**src/rtl/adc_pbr_pkg.sv**
```systemverilog
package adc_pbr_pkg;

    typedef enum logic [2:0] {
        ST_IDLE,
        ST_CONV,
        ST_WAIT_BUSY,
        ST_READ_HI,
        ST_SWITCH,
        ST_READ_LO,
        ST_OUTPUT
    } pbr_state_e;

    typedef logic signed [15:0] pbr_sample_t;

    typedef struct packed {
        logic cs_n;
        logic rc_n;
        logic byte_sel;
    } pbr_pins_t;

    function automatic int unsigned max3(int unsigned a, int unsigned b, int unsigned c);
        int unsigned m;
        m = a;
        if (b > m) m = b;
        if (c > m) m = c;
        return m;
    endfunction

    function automatic pbr_pins_t pins_for(pbr_state_e s);
        pbr_pins_t p;
        p.cs_n     = 1'b1;
        p.rc_n     = 1'b1;
        p.byte_sel = 1'b0;
        case (s)
            ST_CONV:    begin p.cs_n = 1'b0; p.rc_n = 1'b0; end
            ST_READ_HI: begin p.cs_n = 1'b0; end
            ST_SWITCH,
            ST_READ_LO: begin p.cs_n = 1'b0; p.byte_sel = 1'b1; end
            default:    ;
        endcase
        return p;
    endfunction

endpackage

```
**src/rtl/adc_pbr_timer.sv**
```systemverilog
module adc_pbr_timer #(
    parameter int W = 8
) (
    input  logic         clk,
    input  logic         rst,
    input  logic         load,
    input  logic [W-1:0] load_val,
    output logic         zero
);
    logic [W-1:0] cnt;

    always_ff @(posedge clk) begin
        if (rst)
            cnt <= '0;
        else if (load)
            cnt <= load_val;
        else if (cnt != '0)
            cnt <= cnt - 1'b1;
    end

    assign zero = (cnt == '0);
endmodule

```
**src/rtl/adc_pbr_trigger.sv**
```systemverilog
module adc_pbr_trigger #(
    parameter int GAP_CYC    = 5000,
    parameter int PERIOD_CYC = 10000
) (
    input  logic clk,
    input  logic rst,
    input  logic start_i,
    input  logic auto_en_i,
    input  logic idle_i,
    output logic go_o
);
    localparam int GW = $clog2(GAP_CYC + 1);
    localparam int PW = $clog2(PERIOD_CYC + 1);

    logic          gap_ok;
    logic [PW-1:0] per_cnt;
    logic          tick;

    adc_pbr_timer #(.W(GW)) u_gap (
        .clk      (clk),
        .rst      (rst),
        .load     (go_o),
        .load_val (GW'(GAP_CYC - 1)),
        .zero     (gap_ok)
    );

    always_ff @(posedge clk) begin
        if (rst || !auto_en_i)
            per_cnt <= '0;
        else if (per_cnt == PW'(PERIOD_CYC - 1))
            per_cnt <= '0;
        else
            per_cnt <= per_cnt + 1'b1;
    end

    assign tick = auto_en_i && (per_cnt == PW'(PERIOD_CYC - 1));
    assign go_o = idle_i && gap_ok && (start_i || tick);

    // no request accepted while the spacing window is open
    assert_gap_window_R7: assert property (@(posedge clk) disable iff (rst)
        go_o |=> !gap_ok);
endmodule

```
**src/rtl/adc_pbr_assemble.sv**
```systemverilog
module adc_pbr_assemble
    import adc_pbr_pkg::*;
(
    input  logic        clk,
    input  logic        rst,
    input  logic        cap_hi,
    input  logic        cap_lo,
    input  logic [7:0]  bus_i,
    output pbr_sample_t sample_o
);
    logic [7:0] hi_q;
    logic       hi_seen;

    always_ff @(posedge clk) begin
        if (rst) begin
            hi_q     <= '0;
            hi_seen  <= 1'b0;
            sample_o <= '0;
        end else begin
            if (cap_hi) begin
                hi_q    <= bus_i;
                hi_seen <= 1'b1;
            end
            if (cap_lo) begin
                sample_o <= pbr_sample_t'({hi_q, bus_i});
                hi_seen  <= 1'b0;
            end
        end
    end

    // lower byte is only combined after an upper byte was taken
    assert_lo_after_hi_R5: assert property (@(posedge clk) disable iff (rst)
        cap_lo |-> hi_seen);
endmodule

```
**src/rtl/adc_pbr_ctrl.sv**
```systemverilog
module adc_pbr_ctrl
    import adc_pbr_pkg::*;
#(
    parameter int PULSE_CYC   = 8,
    parameter int SETTLE_CYC  = 4,
    parameter int TIMEOUT_CYC = 4000,
    parameter int GAP_CYC     = 5000,
    parameter int PERIOD_CYC  = 10000
) (
    input  logic        clk,
    input  logic        rst,
    input  logic        start_i,
    input  logic        auto_en_i,
    input  logic        adc_busy_i,
    input  logic [7:0]  adc_data_i,
    output logic        adc_cs_n_o,
    output logic        adc_rc_n_o,
    output logic        adc_byte_o,
    output logic [15:0] sample_o,
    output logic        sample_valid_o,
    output logic        timeout_err_o
);
    localparam int CW = $clog2(max3(PULSE_CYC, SETTLE_CYC, TIMEOUT_CYC) + 1);

    pbr_state_e  state, state_nx;
    pbr_pins_t   pins;
    pbr_sample_t sample;
    logic        busy_s1, busy_s2, busy_rise;
    logic        go, tmr_load, tmr_zero, cap_hi, cap_lo, err_set;
    logic [CW-1:0] tmr_val;

    always_ff @(posedge clk) begin
        if (rst) begin
            busy_s1 <= 1'b1;
            busy_s2 <= 1'b1;
        end else begin
            busy_s1 <= adc_busy_i;
            busy_s2 <= busy_s1;
        end
    end
    assign busy_rise = busy_s1 && !busy_s2;

    adc_pbr_trigger #(.GAP_CYC(GAP_CYC), .PERIOD_CYC(PERIOD_CYC)) u_trig (
        .clk       (clk),
        .rst       (rst),
        .start_i   (start_i),
        .auto_en_i (auto_en_i),
        .idle_i    (state == ST_IDLE),
        .go_o      (go)
    );

    adc_pbr_timer #(.W(CW)) u_tmr (
        .clk      (clk),
        .rst      (rst),
        .load     (tmr_load),
        .load_val (tmr_val),
        .zero     (tmr_zero)
    );

    always_comb begin
        state_nx = state;
        tmr_load = 1'b0;
        tmr_val  = '0;
        cap_hi   = 1'b0;
        cap_lo   = 1'b0;
        err_set  = 1'b0;
        case (state)
            ST_IDLE: if (go) begin
                state_nx = ST_CONV;
                tmr_load = 1'b1;
                tmr_val  = CW'(PULSE_CYC - 1);
            end
            ST_CONV: if (tmr_zero) begin
                state_nx = ST_WAIT_BUSY;
                tmr_load = 1'b1;
                tmr_val  = CW'(TIMEOUT_CYC - 1);
            end
            ST_WAIT_BUSY: begin
                if (busy_rise) begin
                    state_nx = ST_READ_HI;
                    tmr_load = 1'b1;
                    tmr_val  = CW'(SETTLE_CYC);
                end else if (tmr_zero) begin
                    state_nx = ST_IDLE;
                    err_set  = 1'b1;
                end
            end
            ST_READ_HI: if (tmr_zero) begin
                state_nx = ST_SWITCH;
                cap_hi   = 1'b1;
            end
            ST_SWITCH: begin
                state_nx = ST_READ_LO;
                tmr_load = 1'b1;
                tmr_val  = CW'(SETTLE_CYC);
            end
            ST_READ_LO: if (tmr_zero) begin
                state_nx = ST_OUTPUT;
                cap_lo   = 1'b1;
            end
            ST_OUTPUT: state_nx = ST_IDLE;
            default:   state_nx = ST_IDLE;
        endcase
    end

    always_ff @(posedge clk) begin
        if (rst) begin
            state         <= ST_IDLE;
            timeout_err_o <= 1'b0;
        end else begin
            state <= state_nx;
            if (err_set) timeout_err_o <= 1'b1;
        end
    end

    adc_pbr_assemble u_asm (
        .clk      (clk),
        .rst      (rst),
        .cap_hi   (cap_hi),
        .cap_lo   (cap_lo),
        .bus_i    (adc_data_i),
        .sample_o (sample)
    );

    assign pins           = pins_for(state);
    assign adc_cs_n_o     = pins.cs_n;
    assign adc_rc_n_o     = pins.rc_n;
    assign adc_byte_o     = pins.byte_sel;
    assign sample_o       = sample;
    assign sample_valid_o = (state == ST_OUTPUT);

    // the convert pulse is never a single cycle when longer is asked
    assert_pulse_hold_R1: assert property (@(posedge clk) disable iff (rst)
        (PULSE_CYC > 1 && $fell(adc_rc_n_o)) |=> !adc_rc_n_o);
    // both lines released by the time busy rises
    assert_release_before_busy_R2: assert property (@(posedge clk) disable iff (rst)
        $rose(adc_busy_i) |-> (adc_rc_n_o && adc_cs_n_o));
    // byte-select only goes high once the upper byte was read
    assert_byte_toggle_R4: assert property (@(posedge clk) disable iff (rst)
        $rose(adc_byte_o) |-> $past(state) == ST_READ_HI);
    // valid strobe lasts one cycle
    assert_valid_pulse_R5: assert property (@(posedge clk) disable iff (rst)
        sample_valid_o |=> !sample_valid_o);
    // timeout flag is sticky
    assert_err_sticky_R9: assert property (@(posedge clk) disable iff (rst)
        timeout_err_o |=> timeout_err_o);
endmodule

```
**config.mk**
```make
export PLATFORM = sky130hd
export DESIGN_NAME = adc_pbr_ctrl
export DESIGN_NICKNAME = d
export VERILOG_FILES = /design/src/rtl/adc_pbr_pkg.sv /design/src/rtl/adc_pbr_timer.sv /design/src/rtl/adc_pbr_trigger.sv /design/src/rtl/adc_pbr_assemble.sv /design/src/rtl/adc_pbr_ctrl.sv
export SDC_FILE = /design/constraint.sdc
export NUM_CORES = 1
export LEC_CHECK = 0
export ABC_AREA = 1
export BUFFER_PORTS_ARGS = -buffer_cell sky130_fd_sc_hd__buf_4
export CORE_AREA = 2 2 65 114
export CTS_BUF_LIST = sky130_fd_sc_hd__clkbuf_16
export CTS_CLUSTER_DIAMETER = 200
export CTS_CLUSTER_SIZE = 28
export DETAILED_ROUTE_END_ITERATION = 16
export DIE_AREA = 0 0 67 116
export PLACE_DENSITY = 0.66
export SETUP_SLACK_MARGIN = 0.02
export SYNTH_ARGS = -nofsm -noshare
export SYNTH_HDL_FRONTEND = slang
export SYNTH_SLANG_ARGS = --single-unit
```
**constraint.sdc**
```tcl
create_clock -name clk -period 2.3 [get_ports clk]
set_input_delay 0 -clock clk [delete_from_list [all_inputs] [get_ports clk]]
set_output_delay 0 -clock clk [all_outputs]
set_load 0.01 [all_outputs]
```
==> summary.txt <==
Run status
  • Status: finished clean

Global routing
  • Met2 Usage GRT: between 30% and 40%
  • Grt total ovfl: 0
  • Vias in the first global route: 2,901
  • First-pass GRT wire length: 12.4 mm
  • GR Util met3: 4.76%
  • Met1 usage: 19.1%
  • GRT Total Usage: 21.0%
  • Initial antenna violation count: 0
  • GRT busiest layer: met2
  • Pin count of the biggest net entering global routing: 35

Setup path
  • Worst reg-to-reg setup slack: 430 ps
  • Setup CP Type: reg2reg
  • R2R cell count: 10
  • RR Endpoint: u_tmr.cnt[11]
  • Crit end category: register
  • CP Launch Type: register
  • Crit path max fanout: 25
  • CP required: 2520 ps
  • Reg-to-Reg Start: u_tmr.cnt[0]
  • Crit path DAT: between 2000 and 2500 ps

Hold path
  • Worst Hold Path Cells: 2
  • Hold crit path type: in2reg
  • Hold Path Origin: rst
  • Hold Crit Endpoint: u_trig.u_gap.cnt[8]

Finish
  • Nets@finish: 505
  • Ratio of cells with drive above 1 in the final layout: 16.3%
  • Register area: 1380 sq um
  • Fill cells: about 680
  • N_diodes: 0
  • P&R area growth vs syn: 20.1%
  • Multi-input logic area: 1660 sq um

Route
  • DR vias: 2,955
  • Final ANT Viol Nets: 0
  • Vias per cell: 5.13
  • DRT Wirelength: roughly 7.4 mm
  • Drt pass-1 iters: 4
  • DR DRC count: 0
  • Routed len/inst: 12.8 microns
  • Iteration-0 DRC Markers: ~120

Floorplan
  • Die height: 116 microns
  • Starting Density: between 40% and 50%
  • IO Count: 34
  • Die X: 67 microns
  • CORE AREA: 6810 sq um
  • FP Rows: 40
  • Area of the die: roughly 7800 sq um

Pwr
  • Gate power share: 38.7%
  • Leakage: 1.72 nW
  • Cell-internal power: 0.00285 W
  • Pwr per Cell Area: 1170 nW/um^2
  • Seq pwr share: 33.1%
  • Clk network pwr share: between 20% and 30%
  • Net Sw Power: between 0.0015 and 0.002 W
  • Switching share of power: 38.2%
  • Worst VDD drop: 0.571 mV

Yosys
  • Mean Syn Cell Area: 7.38 sq um
  • Syn. warnings: 0
  • Post-Synth XOR/XNOR Area: 4.26%
  • Synth Register Bits: 69
  • Synth unique cells: 40
  • Top-area cell type share of the netlist area: 42.0%
  • Post-Syn Area: 3290 sq um
  • Simple-Gate Fraction of Synth Area: 32.7%
  • Top FF cell, synth: dfxtp_1
  • Synth Area in Adders: 1.52%
  • Cells after Synth: 446
  • Complex-gate fraction of the synthesized area: 11.9%
  • Ys async rst share: 0%
  • Post-synthesis mux area share: 0%
  • EDFF count, synth: 0
  • Top post-synthesis cells by area: dfxtp_1 (42%), nand2_1 (9.0%), a21oi_1 (7.0%), nor2_1 (6.7%), nand3_1 (5.6%)
  • Post-synthesis sequential area ratio: between 40% and 50%
  • Synth Net Count: 463
  • Main combinational cell family by area after synthesis: simple AND/OR/NAND/NOR gates
  • Area leader, netlist: dfxtp_1

Place
  • DP HPWL: ~5.6 mm
  • Setup Slack @ Placement: about 440 ps
  • Placer congestion estimate: 0.944
  • Port Buffers: 33

Timing
  • Fmax achieved: approximately 0.53 GHz
  • Worst slew pin tran: around 430 ps
  • RSZ-0062 raised after global routing: false
  • Fin. Hold Viols: 0
  • Worst slew margin: 71.4%
  • Final TNS setup: 0 ps
  • Tmin final: 1870 ps
  • Fin crit share: about 81%
  • Final worst setup slack: about 430 ps
  • Final Max Tran Viols: 0
  • Final setup fails: 0
  • Clock Skew: approximately 9.4 ps

Clock tree
  • Worst-Skew Late Latency: ~330 ps
  • H-tree depth: 3
  • Clock slew at reported path FFs: 50 ps
  • Setup bufs post-CTS: 0
  • Post-cts resize count: 0
  • Clock sink count: 69
  • Root buffer cell: clkbuf_16
  • Number of CTS-inserted buffers: 9
  • Post-CTS Hold Buffers: 9
  • CTS tree: done
  • Clk buf depth: 2

Job
  • Max-Cap Viols: 0
kinds of logic (layout without fill, tap and decap cells):
family,after synthesis,count (layout)
xor gates and xnor gates,16,16
buffers and inverters,58,104
AOI/OAI and AO/OA,72,72
DFF,69,69
and+or+nand+nor,227,227
adders and majority gates,4,4
worst max-delay path, cell delays in order, from the launching register on:
cell and delay (ps):
dfxtp_1 370, inv_1 110, ha_1 200, nand2_1 80, nor2_2 50, nand2_4 130, clkinv_4 200, nand2_4 200
nand4_2 220, o21ai_1 150, nor2_1 60
placed cells by master, fill, tap and decap left out, drive strengths merged:
cell and count:
dlygate4sd3 9, or2 3, buf 35, nand3b 2
a21boi 1, o21ai 19, xor2 12, clkinv 3
o21bai 1, ha 4, a31oi 1, bufinv 1
a21oi 47, xnor2 4, nor3 12, inv 46
nor4 2, nand3 40, nor3b 2, nand2 88
nand4 7, a22oi 1, and3 3, nor2 68
clkinvlp 1, o21a 1, o31ai 1, clkbuf 9
dfxtp 69
layer usage:
layer,vias to the layer above,routed length (microns)
met5,-,0
li1,1531,-
met3,22,253
met2,59,4100
met4,0,291
met1,1343,2710
final cells by class:
| type | count | area share (%) |
|---|---|---|
| sequential | 69 | 34.9 |
| timing repair buffer | 44 | 8.92 |
| tap | 84 | 2.66 |
| multi-input combinational | 319 | 41.9 |
| inverter | 45 | 4.40 |
| clock inverter | 6 | 1.46 |
| clock buffer | 9 | 5.70 |
worst max path at each step:
stage                               end  slack [ps]           startpoint  cells after the start
after CTS                 u_tmr.cnt[11]         430         u_tmr.cnt[0]                     10
after global routing           state[1]         190  u_trig.u_gap.cnt[0]                     11
final                     u_tmr.cnt[11]         430         u_tmr.cnt[0]                     10
after detailed placement       state[1]         440  u_trig.u_gap.cnt[0]                     11
after floorplan           u_tmr.cnt[11]         750  u_trig.u_gap.cnt[0]                     12
after global placement     u_tmr.cnt[1]         480         u_tmr.cnt[0]                     10
sequential cells by signal, summed over array words and instances (netlist names):
register / cells
busy_s1: 1
busy_s2: 1
state: 3
timeout_err_o: 1
u_asm.hi_q: 8
u_asm.sample_o: 16
u_tmr.cnt: 12
u_trig.per_cnt: 14
u_trig.u_gap.cnt: 13
power by group through the flow:
| stage | combinational (W) | sequential (W) | clock, W |
|---|---|---|---|
| after global placement | 0.00176 | 0.00155 | 0 |
| after detailed placement | 0.00177 | 0.00155 | 0 |
| after floorplan | 0.00146 | 0.00150 | 0 |
| final | 0.00179 | 0.00153 | 0.00130 |
| after global routing | 0.00203 | 0.00155 | 0.00138 |
| after CTS | 0.00180 | 0.00152 | 0.00134 |
metrics by stage:
step	cell area (sq um)	hold slack (ps)	util (%)	std cells	power, W
2_1_floorplan	3290	104	-	446	0.00297
3_3_place_gp	3580	186	52.6	552	0.00330
3_5_place_dp	3580	190	52.6	552	0.00332
4_1_cts	3950	66.5	58.1	576	0.00466
5_1_grt	3950	87.5	58.1	576	0.00496
6_report	3950	70.3	58.1	576	0.00461
cell usage after synthesis, types with 3 or more instances:
cell type and n:
dfxtp_1 69, buf_4 3, clkbuf_1 5, nand2_2 7, nor3_1 12, xor2_1 12, nand4_1 5, nor2_2 7
o21ai_0 11, and3_1 3, nor2_1 59, nand2_1 79, xnor2_1 4, buf_2 3, inv_2 4, inv_1 40
nand3_1 37, o21ai_1 8, ha_1 4, a21oi_1 46
(Power assumes the default switching activity.)
